$ cat src/rtl/tmr_pkg.sv
package tmr_pkg;
  typedef enum logic {TMR_GEN = 1'b0, TMR_CAP = 1'b1} tmr_mode_e;
endpackage

$ cat src/rtl/tmr_cap_edge.sv
module tmr_cap_edge #(
  parameter bit ACTIVE = 1'b1
) (
  input  logic clk_i,
  input  logic rst_ni,
  input  logic raw_i,
  output logic edge_o
);
  localparam logic IDLE = ~ACTIVE;
  logic s1_q, s2_q, s3_q;

  always_ff @(posedge clk_i or negedge rst_ni) begin
    if (!rst_ni) begin
      s1_q <= IDLE;
      s2_q <= IDLE;
      s3_q <= IDLE;
    end else begin
      s1_q <= raw_i;
      s2_q <= s1_q;
      s3_q <= s2_q;
    end
  end

  assign edge_o = (s2_q == ACTIVE) && (s3_q != ACTIVE);
endmodule

$ cat src/rtl/tmr_count.sv
module tmr_count
  import tmr_pkg::*;
#(
  parameter int CNT_W = 32
) (
  input  logic             clk_i,
  input  logic             rst_ni,
  input  logic             en_i,
  input  tmr_mode_e        mode_i,
  input  logic             dir_i,
  input  logic             arh_i,
  input  logic             load_i,
  input  logic [CNT_W-1:0] load_val_i,
  output logic [CNT_W-1:0] cnt_o,
  output logic             roll_o
);
  logic [CNT_W-1:0] cnt_q;
  logic roll_q, held_q;
  logic is_gen, reload_now, step, at_end, wrap;

  always_comb begin
    is_gen     = (mode_i == TMR_GEN);
    reload_now = roll_q && arh_i && en_i && is_gen;
    step       = en_i && !load_i && !reload_now && !(held_q && is_gen);
    at_end     = dir_i ? (cnt_q == '0) : (cnt_q == '1);
    wrap       = step && at_end;
  end

  always_ff @(posedge clk_i or negedge rst_ni) begin
    if (!rst_ni) begin
      cnt_q  <= '0;
      roll_q <= 1'b0;
      held_q <= 1'b0;
    end else begin
      if (load_i || reload_now) cnt_q <= load_val_i;
      else if (step)            cnt_q <= dir_i ? cnt_q - 1'b1 : cnt_q + 1'b1;
      roll_q <= wrap && is_gen;
      if (load_i || reload_now || !is_gen) held_q <= 1'b0;
      else if (wrap && !arh_i)             held_q <= 1'b1;
    end
  end

  assign cnt_o  = cnt_q;
  assign roll_o = roll_q;
endmodule

$ cat src/rtl/tmr_load_reg.sv
module tmr_load_reg #(
  parameter int CNT_W = 32
) (
  input  logic             clk_i,
  input  logic             rst_ni,
  input  logic             wr_i,
  input  logic [CNT_W-1:0] wdata_i,
  input  logic             rd_i,
  input  logic             cap_i,
  input  logic             arh_i,
  input  logic [CNT_W-1:0] cnt_i,
  output logic [CNT_W-1:0] load_o
);
  logic [CNT_W-1:0] load_q;
  logic kept_q;
  logic take;

  assign take = cap_i && !wr_i && (arh_i || !kept_q);

  always_ff @(posedge clk_i or negedge rst_ni) begin
    if (!rst_ni) begin
      load_q <= '0;
      kept_q <= 1'b0;
    end else begin
      if (wr_i)      load_q <= wdata_i;
      else if (take) load_q <= cnt_i;
      if (rd_i)      kept_q <= 1'b0;
      else if (take) kept_q <= 1'b1;
    end
  end

  assign load_o = load_q;
endmodule

$ cat src/rtl/tmr_channel.sv
module tmr_channel
  import tmr_pkg::*;
#(
  parameter int CNT_W      = 32,
  parameter bit GEN_ACTIVE = 1'b1,
  parameter bit CAP_ACTIVE = 1'b1
) (
  input  logic             clk_i,
  input  logic             rst_ni,
  input  logic             en_i,
  input  logic             mode_i,
  input  logic             dir_i,
  input  logic             arh_i,
  input  logic             load_i,
  input  logic             gen_en_i,
  input  logic             cap_en_i,
  input  logic             wr_i,
  input  logic [CNT_W-1:0] wdata_i,
  input  logic             rd_i,
  input  logic             cap_raw_i,
  output logic [CNT_W-1:0] cnt_o,
  output logic [CNT_W-1:0] load_o,
  output logic             gen_o,
  output logic             evt_o
);
  tmr_mode_e        mode;
  logic [CNT_W-1:0] cnt, load_val;
  logic roll, cap_edge, cap_evt, cap_q;

  assign mode = tmr_mode_e'(mode_i);

  tmr_cap_edge #(.ACTIVE(CAP_ACTIVE)) u_edge (
    .clk_i (clk_i), .rst_ni(rst_ni), .raw_i(cap_raw_i), .edge_o(cap_edge)
  );

  assign cap_evt = cap_edge && en_i && cap_en_i && (mode == TMR_CAP);

  tmr_count #(.CNT_W(CNT_W)) u_count (
    .clk_i(clk_i), .rst_ni(rst_ni), .en_i(en_i), .mode_i(mode), .dir_i(dir_i),
    .arh_i(arh_i), .load_i(load_i), .load_val_i(load_val),
    .cnt_o(cnt), .roll_o(roll)
  );

  tmr_load_reg #(.CNT_W(CNT_W)) u_load (
    .clk_i(clk_i), .rst_ni(rst_ni), .wr_i(wr_i), .wdata_i(wdata_i), .rd_i(rd_i),
    .cap_i(cap_evt), .arh_i(arh_i), .cnt_i(cnt), .load_o(load_val)
  );

  always_ff @(posedge clk_i or negedge rst_ni) begin
    if (!rst_ni) cap_q <= 1'b0;
    else         cap_q <= cap_evt;
  end

  generate
    if (GEN_ACTIVE) begin : g_gen_hi
      assign gen_o = roll && gen_en_i;
    end else begin : g_gen_lo
      assign gen_o = !(roll && gen_en_i);
    end
  endgenerate

  assign evt_o  = roll || cap_q;
  assign cnt_o  = cnt;
  assign load_o = load_val;
endmodule

$ cat config.mk
export PLATFORM = sky130hd
export DESIGN_NAME = tmr_channel
export DESIGN_NICKNAME = d
export VERILOG_FILES = /design/src/rtl/tmr_pkg.sv /design/src/rtl/tmr_cap_edge.sv /design/src/rtl/tmr_count.sv /design/src/rtl/tmr_load_reg.sv /design/src/rtl/tmr_channel.sv
export SDC_FILE = /design/constraint.sdc
export NUM_CORES = 1
export LEC_CHECK = 0
export ABC_AREA = 1
export CORE_AREA = 5 5 119 121
export DETAILED_ROUTE_END_ITERATION = 8
export DIE_AREA = 0 0 124 126
export PLACE_DENSITY = 0.7
export REMOVE_ABC_BUFFERS = 1
export SYNTH_ARGS = -nofsm -noshare
export SYNTH_HDL_FRONTEND = slang
export SYNTH_SLANG_ARGS = --single-unit
$ cat constraint.sdc
create_clock -name clk_i -period 1.9 [get_ports clk_i]
set_input_delay 0.38 -clock clk_i [delete_from_list [all_inputs] [get_ports clk_i]]
set_output_delay 0.38 -clock clk_i [all_outputs]
set_load 0.02 [all_outputs]
# == After elaboration in Yosys (flattened, before gate mapping) ==
# Cells that the tools add are included.
# op_classes
add_sub_neg,2
eq_ne,1
n_bitwise,2
mux,10
n_reduce_logical,32
# op_table
cell,n
2-to-1 mux 32 bit,5
adder 32 x 1 -> 32 bit (second input constant),1
equality test 32 bit (second input constant),1
zero test 32 bit,1
subtractor 32 x 1 -> 32 bit (second input constant),1
logical AND 1 bit,17
nonzero test 2 bit,4
zero test 1 bit,6
2-to-1 mux 1 bit,5
logical OR 1 bit,4
NOT 1 bit,2
# totals
regBits,71
word_cells,56
in_bits,44
out_inout_bits,66

# == Logic depth before layout (Yosys ltp) ==
# logic_depth
depth_word,10
mapped_depth,13
depth_no_buf,12

# == By module ==
# Synthesis repeated with hierarchy kept, for this count alone.
# hier_totals
cells_unflattened,1011
hier_area_um2,6099.6
# by_module_without_submodules
mod,seq_area_each_um2,area_per_inst_um2,n_inst,cells_per_inst
tmr_count,850.8,4194.0,1,750
tmr_load_reg,825.8,1770.4,1,249
tmr_cap_edge,75.1,85.1,1,5
tmr_channel,25.0,50.0,1,7

# == Worst setup path after synthesis ==
# No wires, ideal clock.
# synth_path
path_type,reg-to-reg
startpoint,register u_count.cnt_q[2] (netlist: u_count.cnt_o[2])
endpoint,register u_count.cnt_q[31] (netlist: u_count.cnt_o[31])
synth_period_minus_slack_ns,1.798
path_stages_with_launch,12
setup_slack_ns,0.102
setup_ns,0.122
required_ns,1.778
path_buffers,1
arrival_time_ns,1.676
path_cell_list,dfrtp_1 > ha_1 > buf_6 > or2_4 > nand3_2 > nand2_2 > nand2_2 > nand2_2 > nand2_1 > nand3_1 > nand3_1 > nand2_1
# synth_via
elab_chain_len,4
elab_cells_between_ends,5
cone_classes,add/sub (2); mux (3)
# synth_lines
element,line_no,source
start: declaration,tmr_count.sv:17,logic [CNT_W-1:0] cnt_q;
start signal: assignment,tmr_count.sv:35,if (load_i || reload_now) cnt_q <= load_val_i;
start signal: assignment,tmr_count.sv:36,else if (step) cnt_q <= dir_i ? cnt_q - 1'b1 : cnt_q + 1'b1;
adder 32 x 1 -> 32 bit or subtractor 32 x 1 -> 32 bit (tied branches),tmr_count.sv:36,
2-to-1 mux 32 bit (*) (2 in a row),tmr_count.sv:36,
2-to-1 mux 32 bit (*),tmr_count.sv:35,
# Every way passes the cells marked *; elsewhere a longest branch is shown, timed or not. The select of a mux whose other input is x is not followed.
# A chain may end at the register's enable or synchronous reset.

# == Worst setup path in the final report ==
# layout_path
startpoint,input dir_i
endpoint,register u_count.cnt_q[28] (netlist: u_count.cnt_o[28])
# layout_via
elab_chain_len,3
# layout_lines
element,line_no,source
start: declaration,tmr_channel.sv:12,"input logic dir_i,"
2-to-1 mux 32 bit (2 in a row),tmr_count.sv:36,
2-to-1 mux 32 bit,tmr_count.sv:35,
# Every way passes these cells. The select of a mux whose other input is x is not followed.

==> results_dict.tcl <==
set metrics [dict create \
    worstMarginPinSlew_ns 0.3174 \
    port_buffers 109 \
    cts.sinks 71 \
    clockBufferDepth 2 \
    worst_setup_path_start_kind "primary input" \
    clkTransAtPathRegs_ns 0.06 \
    rows 42 \
    fin_crit_sh 0.9827 \
    relSlewSlack 0.7884 \
    fp.dieArea_um2 15620 \
    max-vdd-ir-drop_mv 0.5330 \
    p_comb_frac 0.521 \
    p_leak_nw 4.628 \
    worstSetupEndpointType "register" \
    overflow 0 \
    finalInstanceArea_um2 8627 \
    yosysWarnings 0 \
    synthDistinctLibCells 33 \
    report.final.slew_viol_count 0 \
    rrSetupSlack_ns 0.05 \
    syn_to_final_growth_pct 51.81 \
    drc 0 \
    placed_cells 1268 \
    h-tree-depth 3 \
    max_freq_mhz 535.6 \
    yosysSeqAreaShare 0.3126 \
    cts-root-buf "clkbuf_16" \
    wl_met3_um 1478 \
    synthTopCellsByArea "dfrtp_1 (31%), nand2_1 (23%), inv_1 (8.9%)" \
    crit_start "dir_i" \
    rr_worst_depth 11 \
    rsz0062_at_grt "true" \
    grt_max_degree 53 \
    gp_congestion 0.9406 \
    antenna_cells 0 \
    wirelength_um 20780 \
    start_util 0.4378 \
    hold_viol 0 \
    finalNetCount 1182 \
    cp_common_cell "nand2_1" \
    cp.required_ns 2.13 \
    grt_pass1_wl_um 32200 \
    p_int_mw 4.790 \
    hold_path_class "register to register" \
    final_common_cell "nand2_1" \
    cp_slowest_stage_delay_ns 0.35 \
    p_clk_frac 0.235 \
    core_um2 12980 \
    antenna_found_initial 0 \
    r2r-start "u_count.cnt_o[25]$_DFFE_PN0P_" \
    insertion_delay_ns 0.35 \
    drtIter0Drc 493 \
    final_cell_mix "nand2_1 (340), inv_1 (134), buf_4 (113), clkdlybuf4s50_1 (81), dfrtp_1 (71)" \
    met2_length_um 10250 \
    instances_no_fill 1288 \
    placed_area_um2 7866 \
    rr_endpoint "u_count.cnt_o[28]$_DFFE_PN0P_" \
    syn_area_per_cell_um2 6.429 \
    cpMaxStageDelayCell "ha_1" \
    swShare 0.3987 \
    drv_cap 0 \
    hold_end "u_edge.s2_q$_DFF_PN0_" \
    drive_gt1_frac 0.1888 \
    ys_ff_latch 71 \
    met1_length_um 8246 \
    period_needed_ns 1.867 \
    detail-route-antenna-nets 0 \
    min_from "u_edge.s1_q$_DFF_PN0_" \
    die_y_um 126 \
    die_w_um 124 \
    cts_tree "done" \
    p_per_area_nw_per_um2 923.3 \
    whs_path_depth 0 \
    first_pass_iters 5 \
    routed.top_layer "met4" \
    dp_hpwl_um 16100 \
    via_count 6617 \
    cts_made_buffers 9 \
    path_cells "clkbuf_4 -> buf_12 -> ha_1 -> nand2_1 -> buf_4 -> nor2_1 -> nand2_1 -> nor2_1 -> nand2_1 -> nand2_1 -> nand2_1 -> nand3_1 -> nand2_1" \
    synth_top_cell_by_area "dfrtp_1" \
    grt_usage 0.2650 \
    first_global_vias 6464 \
    seq_power_share 0.244 \
    criticalPathCategory "primary input to register" \
    fill_cells 1131 \
    arrival_ns 2.10 \
    setup-violations-final 0 \
    p_sw_mw 3.176 \
    vias_per_cell 5.137 \
    status "finished clean" \
    syn_area_um2 5683 \
    route.detailed.wl_per_inst_um 16.14 \
    synth_top_area_share 0.3126 \
    critPathMaxFanout 8 \
    syn-instance-count 884 \
    pin_count 110 \
    clock_skew_ns 0.006196 \
]
## worst max-delay path: cells and delay by family
| kind | cells | cell delay, ns |
|---|---|---|
| AND/OR/NAND/NOR | 9 | 0.86 |
| buffers and inverters | 3 | 0.48 |
| adder cells (fa/ha/maj) | 1 | 0.35 |
## worst max-delay path by stage
| stage | cells past startpoint | end | slack [ns] |
|---|---|---|---|
| after floorplan | 11 | u_count.cnt_o[30]$_DFFE_PN0P_ | 0.06 |
| after global placement | 13 | u_count.cnt_o[28]$_DFFE_PN0P_ | -0.66 |
| after detailed placement | 13 | u_count.cnt_o[28]$_DFFE_PN0P_ | -0.67 |
| after CTS | 2 | cnt_o[23] | 0.005 |
| after global routing | 13 | u_count.cnt_o[28]$_DFFE_PN0P_ | -0.06 |
| final | 13 | u_count.cnt_o[28]$_DFFE_PN0P_ | 0.03 |
## flip-flops by register name (all words and copies together) (netlist names)
| register | cells |
|---|---|
| u_load.kept_q | 1 |
| u_count.cnt_o | 32 |
| u_edge.s3_q | 1 |
| cap_q | 1 |
| u_edge.s1_q | 1 |
| u_count.roll_o | 1 |
| u_edge.s2_q | 1 |
| u_load.load_o | 32 |
| u_count.held_q | 1 |
## area by class of cell
class	count	area, um^2	area share
Inverter	137	514.2	0.05961
Clock buffer	11	242.7	0.02814
Multi-Input combinational cell	654	3585	0.4155
Tap cell	176	220.2	0.02553
Sequential cell	71	1777	0.2059
Clock inverter	5	81.33	0.009427
Timing Repair Buffer	234	2207	0.2558
## synth_stat cells
library cell and count:
nand2_1 350, inv_1 134, dfrtp_1 71, nand3_1 71
nor2_1 70, ha_1 30, a21oi_1 26, a22oi_1 24
a32oi_1 15, buf_2 11, xnor2_1 10, o21ai_1 8
nand2_2 7, o311ai_1 6, buf_6 5, clkbuf_1 5
o21ai_0 5, nand3_2 4, nand4_1 4, nor2_4 4
o211ai_1 4, and2_1 3, inv_2 3, nor3_1 3
nand3b_1 2, nor2_2 2, a21o_1 1, buf_1 1
fa_1 1, o21bai_1 1, or2_2 1, or2_4 1
xor2_1 1
## logic make-up (layout without fill, tap and decap cells)
| logic type | count (synthesis) | count (layout) | share of synthesized area |
|---|---|---|---|
| buffers and inverters | 159 | 387 | 0.1140 |
| AO/OA/AOI/OAI | 90 | 90 | 0.1063 |
| AND/OR/NAND/NOR | 522 | 522 | 0.3804 |
| adder cells (fa/ha/maj) | 31 | 31 | 0.06957 |
| XOR/XNOR | 11 | 11 | 0.01695 |
| flip-flops | 71 | 71 | 0.3126 |
## repair_timing
item / 4_1_cts / 5_1_grt
hold endpoints to repair: 19 / 0
resized for setup: 21 / 64
pin swaps: 1 / 1
cloned: 1 / 1
hold buffers: 1 / 0
endpoints found under the setup margin: 33 / 27
buffers inserted: 0 / 1
## per-stage QoR
step | util | setup TNS (ns) | power [mW] | hold WS [ns] | setup WS, ns
floorplan | - | 0 | 3.924 | 0.08441 | 0.05716
global placement | 0.6060 | -16.20 | 5.752 | 0.2835 | -0.6606
detailed placement | 0.6060 | -18.12 | 5.789 | 0.2854 | -0.6653
CTS | 0.6372 | 0 | 7.713 | 0.3540 | 0.004708
global route | 0.6646 | -0.1404 | 8.464 | 0.3758 | -0.05833
finish | 0.6646 | 0 | 7.966 | 0.3517 | 0.03294
## power by group through the flow
stage | clock network, mW | registers [mW] | logic, mW
after CTS | 1.89 | 1.91 | 3.92
after floorplan | 0 | 2.24 | 1.69
after detailed placement | 0 | 1.93 | 3.86
after global routing | 1.95 | 1.96 | 4.55
after global placement | 0 | 1.93 | 3.82
final | 1.87 | 1.94 | 4.15
## routing by layer
metal	up-vias	global-route usage
li1	3259	-
met4	0	0.1044
met3	56	0.04664
met1	3045	0.3249
met2	257	0.4572
met5	-	0
(Power assumes the default switching activity.)
